==> src/rtl/addsub_pkg.sv <==
package addsub_pkg;
  localparam int IMM_W = 12;

  typedef enum logic [1:0] {
    WM_FULL = 2'b00,
    WM_DBL  = 2'b01,
    WM_WORD = 2'b10,
    WM_RSVD = 2'b11
  } wmode_e;
endpackage

==> src/rtl/addsub_opsel.sv <==
module addsub_opsel
  import addsub_pkg::*;
#(
  parameter int XLEN = 128
) (
  input  logic [XLEN-1:0]  opb_i,
  input  logic [IMM_W-1:0] imm_i,
  input  logic             use_imm_i,
  input  logic             sub_i,
  output logic [XLEN-1:0]  opnd_o,
  output logic             sub_o
);
  localparam int EXT_W = XLEN - IMM_W;

  logic [XLEN-1:0] imm_ext;

  always_comb begin
    imm_ext = {{EXT_W{imm_i[IMM_W-1]}}, imm_i};
    opnd_o  = use_imm_i ? imm_ext : opb_i;
    // the immediate form only adds
    sub_o   = sub_i & ~use_imm_i;
  end
endmodule

==> src/rtl/addsub_core.sv <==
module addsub_core #(
  parameter int XLEN = 128
) (
  input  logic [XLEN-1:0] a_i,
  input  logic [XLEN-1:0] b_i,
  input  logic            sub_i,
  output logic [XLEN-1:0] raw_o
);
  logic [XLEN-1:0] b_inv;
  logic [XLEN-1:0] cin;

  always_comb begin
    b_inv = b_i ^ {XLEN{sub_i}};
    cin   = {{(XLEN-1){1'b0}}, sub_i};
    raw_o = a_i + b_inv + cin;
  end
endmodule

==> src/rtl/addsub_narrow.sv <==
module addsub_narrow
  import addsub_pkg::*;
#(
  parameter int XLEN = 128
) (
  input  logic [XLEN-1:0] raw_i,
  input  logic [1:0]      wmode_i,
  output logic [XLEN-1:0] res_o
);
  localparam int WORD_W = 32;
  localparam int DBL_W  = 64;

  logic [XLEN-1:0] word_ext;
  logic [XLEN-1:0] dbl_ext;

  assign word_ext = {{(XLEN-WORD_W){raw_i[WORD_W-1]}}, raw_i[WORD_W-1:0]};

  generate
    if (XLEN > DBL_W) begin : g_dbl
      assign dbl_ext = {{(XLEN-DBL_W){raw_i[DBL_W-1]}}, raw_i[DBL_W-1:0]};
    end else begin : g_no_dbl
      assign dbl_ext = raw_i;
    end
  endgenerate

  always_comb begin
    unique case (wmode_e'(wmode_i))
      WM_WORD: res_o = word_ext;
      WM_DBL:  res_o = dbl_ext;
      default: res_o = raw_i;
    endcase
  end
endmodule

==> src/rtl/addsub_unit.sv <==
module addsub_unit
  import addsub_pkg::*;
#(
  parameter int XLEN = 128
) (
  input  logic [XLEN-1:0]  opa_i,
  input  logic [XLEN-1:0]  opb_i,
  input  logic [IMM_W-1:0] imm_i,
  input  logic             use_imm_i,
  input  logic             sub_i,
  input  logic [1:0]       wmode_i,
  output logic [XLEN-1:0]  res_o
);
  logic [XLEN-1:0] opnd;
  logic            sub_eff;
  logic [XLEN-1:0] raw;

  addsub_opsel #(.XLEN(XLEN)) u_opsel (
    .opb_i     (opb_i),
    .imm_i     (imm_i),
    .use_imm_i (use_imm_i),
    .sub_i     (sub_i),
    .opnd_o    (opnd),
    .sub_o     (sub_eff)
  );

  addsub_core #(.XLEN(XLEN)) u_core (
    .a_i   (opa_i),
    .b_i   (opnd),
    .sub_i (sub_eff),
    .raw_o (raw)
  );

  addsub_narrow #(.XLEN(XLEN)) u_narrow (
    .raw_i   (raw),
    .wmode_i (wmode_i),
    .res_o   (res_o)
  );
endmodule

==> config.mk <==
export PLATFORM = sky130hd
export DESIGN_NAME = addsub_unit
export DESIGN_NICKNAME = d
export VERILOG_FILES = /design/src/rtl/addsub_pkg.sv /design/src/rtl/addsub_opsel.sv /design/src/rtl/addsub_core.sv /design/src/rtl/addsub_narrow.sv /design/src/rtl/addsub_unit.sv
export SDC_FILE = /design/constraint.sdc
export NUM_CORES = 1
export LEC_CHECK = 0
export BUFFER_PORTS_ARGS = -buffer_cell sky130_fd_sc_hd__clkbuf_2
export CAP_MARGIN = 0
export CORE_MARGIN = 5
export CORE_UTILIZATION = 54
export DETAILED_ROUTE_END_ITERATION = 16
export GPL_TIMING_DRIVEN = 0
export PLACE_DENSITY = 0.94
export SYNTH_ARGS = -nofsm -noshare
export SYNTH_HDL_FRONTEND = slang
export SYNTH_SLANG_ARGS = --single-unit
==> constraint.sdc <==
create_clock -name vclk -period 5.29
set_input_delay 0.2645 -clock vclk [all_inputs]
set_output_delay 0.2645 -clock vclk [all_outputs]
set_load 0.02 [all_outputs]
# Yosys cells after proc, flatten, opt, wreduce, memory -nomap -nowiden
# Cells that the tools add are included.
dict set report classes {
  addsub 2
  muxes 2
  bitwise 3
  eq_ne 2
}
# op count
set ops {}
lappend ops {{128-bit case mux with 2 select lines} 1}
lappend ops {{128-bit by 1-bit adder with 128-bit output} 1}
lappend ops {{128-bit adder} 1}
lappend ops {{128-bit 2-to-1 mux} 1}
lappend ops {{128-bit bitwise XOR} 1}
lappend ops {{2-bit by 1-bit == test with 1-bit output, second input constant} 1}
lappend ops {{2-bit == test, second input constant} 1}
lappend ops {{1-bit bitwise AND} 1}
lappend ops {{1-bit inverter} 1}
dict set report word_totals {
  input_bits 272
  output_inout_bits 128
  reg_bits 0
}

# Depth between registers and ports, before layout
# Gate-level depths: netlist of the first run.
dict set report depth {
  word_depth 6
  depth_mapped 19
  depth_no_buf 15
}

# Cells and area by module
# From an unflattened synthesis of the first run, not the netlist that was laid out.
dict set report hier_totals {
  cells_unflattened 1754
  area_unflattened_um2 12321.8
}
# mod area_each_um2 instances seq_area_each_um2 cells_per_inst
set modules_own_cells {}
lappend modules_own_cells {addsub_core 9397.8 1 0.0 1378}
lappend modules_own_cells {addsub_opsel 1662.8 1 0.0 156}
lappend modules_own_cells {addsub_narrow 1261.2 1 0.0 220}

# Worst setup path before layout of the first run
# No wires, ideal clock.
dict set report synth_path {
  path_type {input to output}
  start {in sub_i}
  end {out res_o[122]}
  path_stages 17
  arrival_time_ns 4.849
  path_slack_ns 0.177
  path_cell_list {clkbuf_1 buf_1 clkbuf_1 xnor2_1 o21ai_0 fa_1 a21o_1 a221oi_2 o31a_1 o31a_1 nor2_1 a211o_1 a21o_1 o21ai_0 a21oi_1 o21a_1 o311ai_0}
}
dict set report synth_via {
  elab_chain_cells 5
}
# element line
set synth_lines {}
lappend synth_lines {{from (decl)} addsub_unit.sv:10} ;# input logic sub_i,
lappend synth_lines {{1-bit bitwise AND *} addsub_opsel.sv:21} ;# sub_o = sub_i & ~use_imm_i;
lappend synth_lines {{128-bit bitwise XOR} addsub_core.sv:13} ;# b_inv = b_i ^ {XLEN{sub_i}};
lappend synth_lines {{128-bit adder} addsub_core.sv:15} ;# raw_o = a_i + b_inv + cin;
lappend synth_lines {{128-bit by 1-bit adder with 128-bit output *} addsub_core.sv:15}
lappend synth_lines {{128-bit case mux with 2 select lines *} addsub_narrow.sv:27} ;# unique case (wmode_e'(wmode_i))
lappend synth_lines {{to (decl)} addsub_unit.sv:12} ;# output logic [XLEN-1:0] res_o
# Every way passes the cells marked *; elsewhere a longest branch is shown, timed or not.

# Final worst setup path of the first run
dict set report layout_path {
  start {in sub_i}
  end {out res_o[126]}
}
# Same word-level chain as after synthesis.

==> results_dict.tcl, run 1 <==
set metrics [dict create \
    placedCellCount 2570 \
    slew_headroom 0.400 \
    start_util 0.551 \
    path_buf_inv 6 \
    ff_latch_area_um2 0 \
    yosysUniqueCellTypes 64 \
    cp-startpoint "sub_i" \
    synth_xor_area_frac 0.183 \
    grt_overflow 0 \
    wl_um 52700 \
    firstDrtPassIters 6 \
    rows 53 \
    synthAdderAreaFrac 0.154 \
    final_cells 2579 \
    period_share 0.984 \
    filler_cell_count 1956 \
    syn_avg_cell_area_um2 6.15 \
    cp_slowest_cell "fa_1" \
    drcViolationCount 0 \
    nClkBuffers 0 \
    drive_above_1_share 0.217 \
    max_freq_ghz 0.192 \
    portBuffers 399 \
    grt_pass1_wl_um 79600 \
    cp_max_fo 10 \
    synth_area_mm2 0.0117 \
    die_w_um 157 \
    dpl.hpwl_um 45900 \
    cts_hold_buf 0 \
    critical_path.cell_chain "clkbuf_2 > clkbuf_4 > buf_8 > buf_4 > xnor2_1 > o21ai_1 > fa_1 > a21o_1 > a221oi_4 > o31a_1 > o31a_1 > o41a_1 > o41ai_4 > buf_4 > a21o_1 > a21oi_1 > o21ai_2 > or3_1 > nand3_1 > clkbuf_2" \
    core_mm2 0.0212 \
    status "complete, no violations" \
    finalMaxSlewViolations 0 \
    layout_commonest_cell "clkbuf_2" \
    die-area_mm2 0.0246 \
    avgViaCountPerCell 6.22 \
    nets 2719 \
    worstMarginPinSlew_ns 0.892 \
    p_per_area_mw_per_mm2 216 \
    gp_congestion 1.04 \
    total_power_mw 3.09 \
    fp.dieH_um 157 \
    yosys.area_share.simple 0.266 \
    synth_top_family_by_area "compound AO/OA/AOI/OAI gates" \
    slowest_delay_ns 0.47 \
    setup_violations 0 \
    routedWlPerCell_um 20.4 \
    p_leak_nw 7.07 \
    ant_nets 0 \
    utilization 0.676 \
    dr_total_vias 16000 \
    area_growth_pct 22.8 \
    finalHoldViolCount 0 \
    grt_antenna_before_repair 2 \
    yosys_warnings 0 \
    critPathTopFamily "compound AO/OA/AOI/OAI gates" \
    fin_crit_ns 5.21 \
    layout_common_cells "424 x clkbuf_2, 339 x nor2_1, 203 x a21oi_1, 168 x xor2_1, 164 x nand2_1" \
    critPathRequiredTime_ns 5.03 \
    critPathArrivalTime_ns 4.94 \
    syn_nets 2311 \
    hold_class "in2out" \
    drt_iter0_markers 1855 \
    hold_slack_ns 0.904 \
    drv_cap 0 \
    seq_area_frac_synth 0 \
    grt_start_max_net_pins 11 \
    synthCells 1896 \
    synthMuxAreaShare 0.00440 \
    grtUsageTotal 0.401 \
    grt_pass1_vias 14600 \
    vdd_drop_max_v 0.000164 \
    seq_cell_count 0 \
    endpoint_kind "output pin" \
    start_kind "input pin" \
    ios 400 \
    crit_type "in2out" \
    synth_compound_area_frac 0.340 \
    hold_path_startpoint "opa_i[0]" \
]
synth_stat cells (all sizes together), types with 5 or more instances:
library cell  number  share of area
o21ai            165          0.071
o21a              17          0.011
buf               11         0.0038
nor2b             10         0.0054
a211oi             8         0.0052
xor2             168           0.13
and3               6         0.0032
ha               142           0.15
nand3             20         0.0086
a21o             105          0.068
o21ba              5         0.0043
nand4             75          0.040
o31ai             11         0.0071
o21bai            36          0.023
clkbuf           109          0.035
inv               41          0.013
o211ai            14         0.0090
a21oi            206          0.088
nand2            166          0.053
or4                5         0.0032
a31oi             13         0.0070
or2                8         0.0043
xnor2             76          0.057
or3               11         0.0059
a221oi             7         0.0058
a21boi            10         0.0064
nor4               8         0.0043
o31a               5         0.0038
nor3              35          0.015
nor2             341           0.11
cell families (layout without fill, tap and decap cells):
group	count (synthesis)	after routing
AND/OR/NAND/NOR	704	704
AO/OA/AOI/OAI	639	639
XOR/XNOR	244	244
buffers and inverters	161	567
adder cells (fa/ha/maj)	143	143
multiplexers	5	5
other	0	2
cell type report:
class              count  area [µm²]  area share
multi-input cells   1735       11200       0.783
repair buffers       410        2080       0.145
plain buffers        116         517      0.0361
well taps            275         344      0.0240
inverters             41         154      0.0108
diodes                 2        5.00    0.000350
routing by layer:
layer  track usage  part of all wire  up-vias
li1              -                 -     7573
met4         0.136             0.047        0
met3        0.0602              0.12      138
met1         0.582              0.42     7338
met2         0.603              0.41     1000
met5             0                 0        -
repair_timing:
action	CTS	global route
setup endpoints to repair	109	56
resized for setup	44	66
pin swaps	2	6
setup buffers	4	7
hold endpoints to repair	0	0
worst paths after layout:
kind | end | slack (ns) | cells after the start
worst min-delay path | res_o[0] | 0.90 | 3
worst max-delay path | res_o[126] | 0.08 | 20
metrics by stage:
stage          worst slack [ns]  setup TNS (ns)  cell area [µm²]
2_1_floorplan             0.177               0            11700
3_3_place_gp              -1.83         -135.12            14000
3_5_place_dp              -1.92         -137.14            14000
4_1_cts                 0.00950               0            14100
5_1_grt                 -0.0129         -0.0217            14300
6_report                 0.0848               0            14300
power by group:
part	internal, mW	switching [mW]
clock network	0.0000000506	0
logic	1.08	2.01
registers	0	0
total	1.08	2.01
(Power assumes the default switching activity.)
==> inputs of run 2 (changes only) <==
==> constraint.sdc (replaced) <==
create_clock -name vclk -period 5.7
set_input_delay 0.285 -clock vclk [all_inputs]
set_output_delay 0.285 -clock vclk [all_outputs]
set_load 0.02 [all_outputs]
==> results_dict.tcl, run 2 (synthesis gave the netlist of run 1 again) <==
set metrics [dict create \
    grt_overflow 0 \
    grt_pass1_wl_um 79500 \
    routedWlPerCell_um 20.5 \
    dr_total_vias 16100 \
    ant_nets 0 \
    wl_um 52700 \
    critPathArrivalTime_ns 5.36 \
    start_util 0.551 \
    max_freq_ghz 0.177 \
    p_per_area_mw_per_mm2 201 \
    path_buf_inv 4 \
    dpl.hpwl_um 45900 \
    finalMaxSlewViolations 0 \
    worstMarginPinSlew_ns 0.926 \
    area_growth_pct 21.4 \
    fin_crit_ns 5.65 \
    layout_commonest_cell "clkbuf_2" \
    avgViaCountPerCell 6.24 \
    hold_slack_ns 0.948 \
    grt_start_max_net_pins 12 \
    total_power_mw 2.84 \
    grt_pass1_vias 14600 \
    vdd_drop_max_v 0.000150 \
    drv_cap 0 \
    firstDrtPassIters 6 \
    seq_cell_count 0 \
    slew_headroom 0.377 \
    p_leak_nw 6.95 \
    cp_max_fo 11 \
    start_kind "input pin" \
    critPathRequiredTime_ns 5.41 \
    finalHoldViolCount 0 \
    layout_common_cells "408 x clkbuf_2, 341 x nor2_1, 205 x a21oi_1, 168 x xor2_1, 165 x nand2_1" \
    setup_violations 0 \
    place_ws_ns -1.55 \
    multi_input_area_mm2 0.0111 \
    status "complete, no violations" \
    critPathTopFamily "compound AO/OA/AOI/OAI gates" \
    core_mm2 0.0212 \
    critical_path.cell_chain "buf_2 > buf_6 > clkbuf_2 > xnor2_1 > o21ai_0 > fa_1 > a21o_1 > a221oi_2 > o31a_1 > o31a_1 > nor2_1 > a211o_1 > a21o_1 > o21ai_1 > a21oi_1 > o21a_1 > o311ai_1 > clkbuf_2" \
    grt_antenna_before_repair 2 \
    drcViolationCount 0 \
    slowest_delay_ns 0.49 \
    crit_type "in2out" \
    setup_ws_ns 0.0522 \
    drt_iter0_markers 1947 \
    fp.dieH_um 157 \
    cp-startpoint "sub_i" \
    endpoint_kind "output pin" \
    die_w_um 157 \
    cp_slowest_cell "fa_1" \
    period_share 0.991 \
    gp_congestion 1.04 \
    ios 400 \
    ff_latch_area_um2 0 \
    hold_path_startpoint "opa_i[0]" \
    portBuffers 399 \
    drive_above_1_share 0.199 \
    filler_cell_count 1958 \
    hold_class "in2out" \
    grtUsageTotal 0.400 \
    nClkBuffers 0 \
    cts_hold_buf 0 \
    nets 2714 \
    rows 53 \
    die-area_mm2 0.0246 \
]
-- run 2: changes by cell type in the layout (fill, tap and decap cells not counted), moves of 3 or more --
cell / delta
buf_1: +3
clkbuf_2: -16
buf_4: -8
clkbuf_1: +23
clkbuf_4: -5
o21ai_0: +3
-- run 2: per-layer routing --
metal / global-route usage / part of all wire / vias to the layer above / routed length [µm]
li1: - / - / 7581 / -
met1: 0.575 / 0.43 / 7370 / 22400
met2: 0.602 / 0.42 / 998 / 21900
met3: 0.0690 / 0.12 / 121 / 6070
met4: 0.136 / 0.043 / 0 / 2260
met5: 0 / 0 / - / 0
-- run 2: final timing paths --
check | cells past startpoint | slack, ns | to
worst max-delay path | 18 | 0.05 | res_o[122]
worst min-delay path | 3 | 0.95 | res_o[0]
-- run 2: report_power, final --
part / leakage [nW] / switching [mW] / internal (mW) / total, mW
combinational: 6.95 / 1.86 / 0.981 / 2.84
clock: 0.0000127 / 0 / 0.0000000470 / 0.0000000470
sequential: 0 / 0 / 0 / 0
total: 6.95 / 1.86 / 0.981 / 2.84
-- run 2: final cells by class --
class,instances,share of cell area
diodes,2,0.000354
plain buffers,118,0.0336
inverters,41,0.0109
multi-input cells,1735,0.787
well taps,275,0.0243
repair buffers,403,0.143
-- run 2: what timing repair did --
item / in CTS / in global routing
buffers inserted: 2 / 2
endpoints found under the setup margin: 99 / 55
pin swaps: 1 / 1
gates resized for setup: 24 / 21
gates cloned: 0 / 0
-- run 2: stage by stage --
| step | cell area, µm² | std cells | TNS (ns) | utilization |
|---|---|---|---|---|
| after floorplan | 11700 | 1896 | 0 | - |
| after global placement | 14000 | 2570 | -97.44 | 0.662 |
| after detailed placement | 14000 | 2570 | -98.93 | 0.662 |
| after CTS | 14100 | 2571 | 0 | 0.664 |
| after global routing | 14100 | 2574 | -0.0116 | 0.669 |
| final | 14100 | 2574 | 0 | 0.669 |
-- run 2: tightest hold or removal path: stages --
cell and delay [ns]:
clkbuf_2 0.12, xnor2_1 0.10, clkbuf_2 0.16
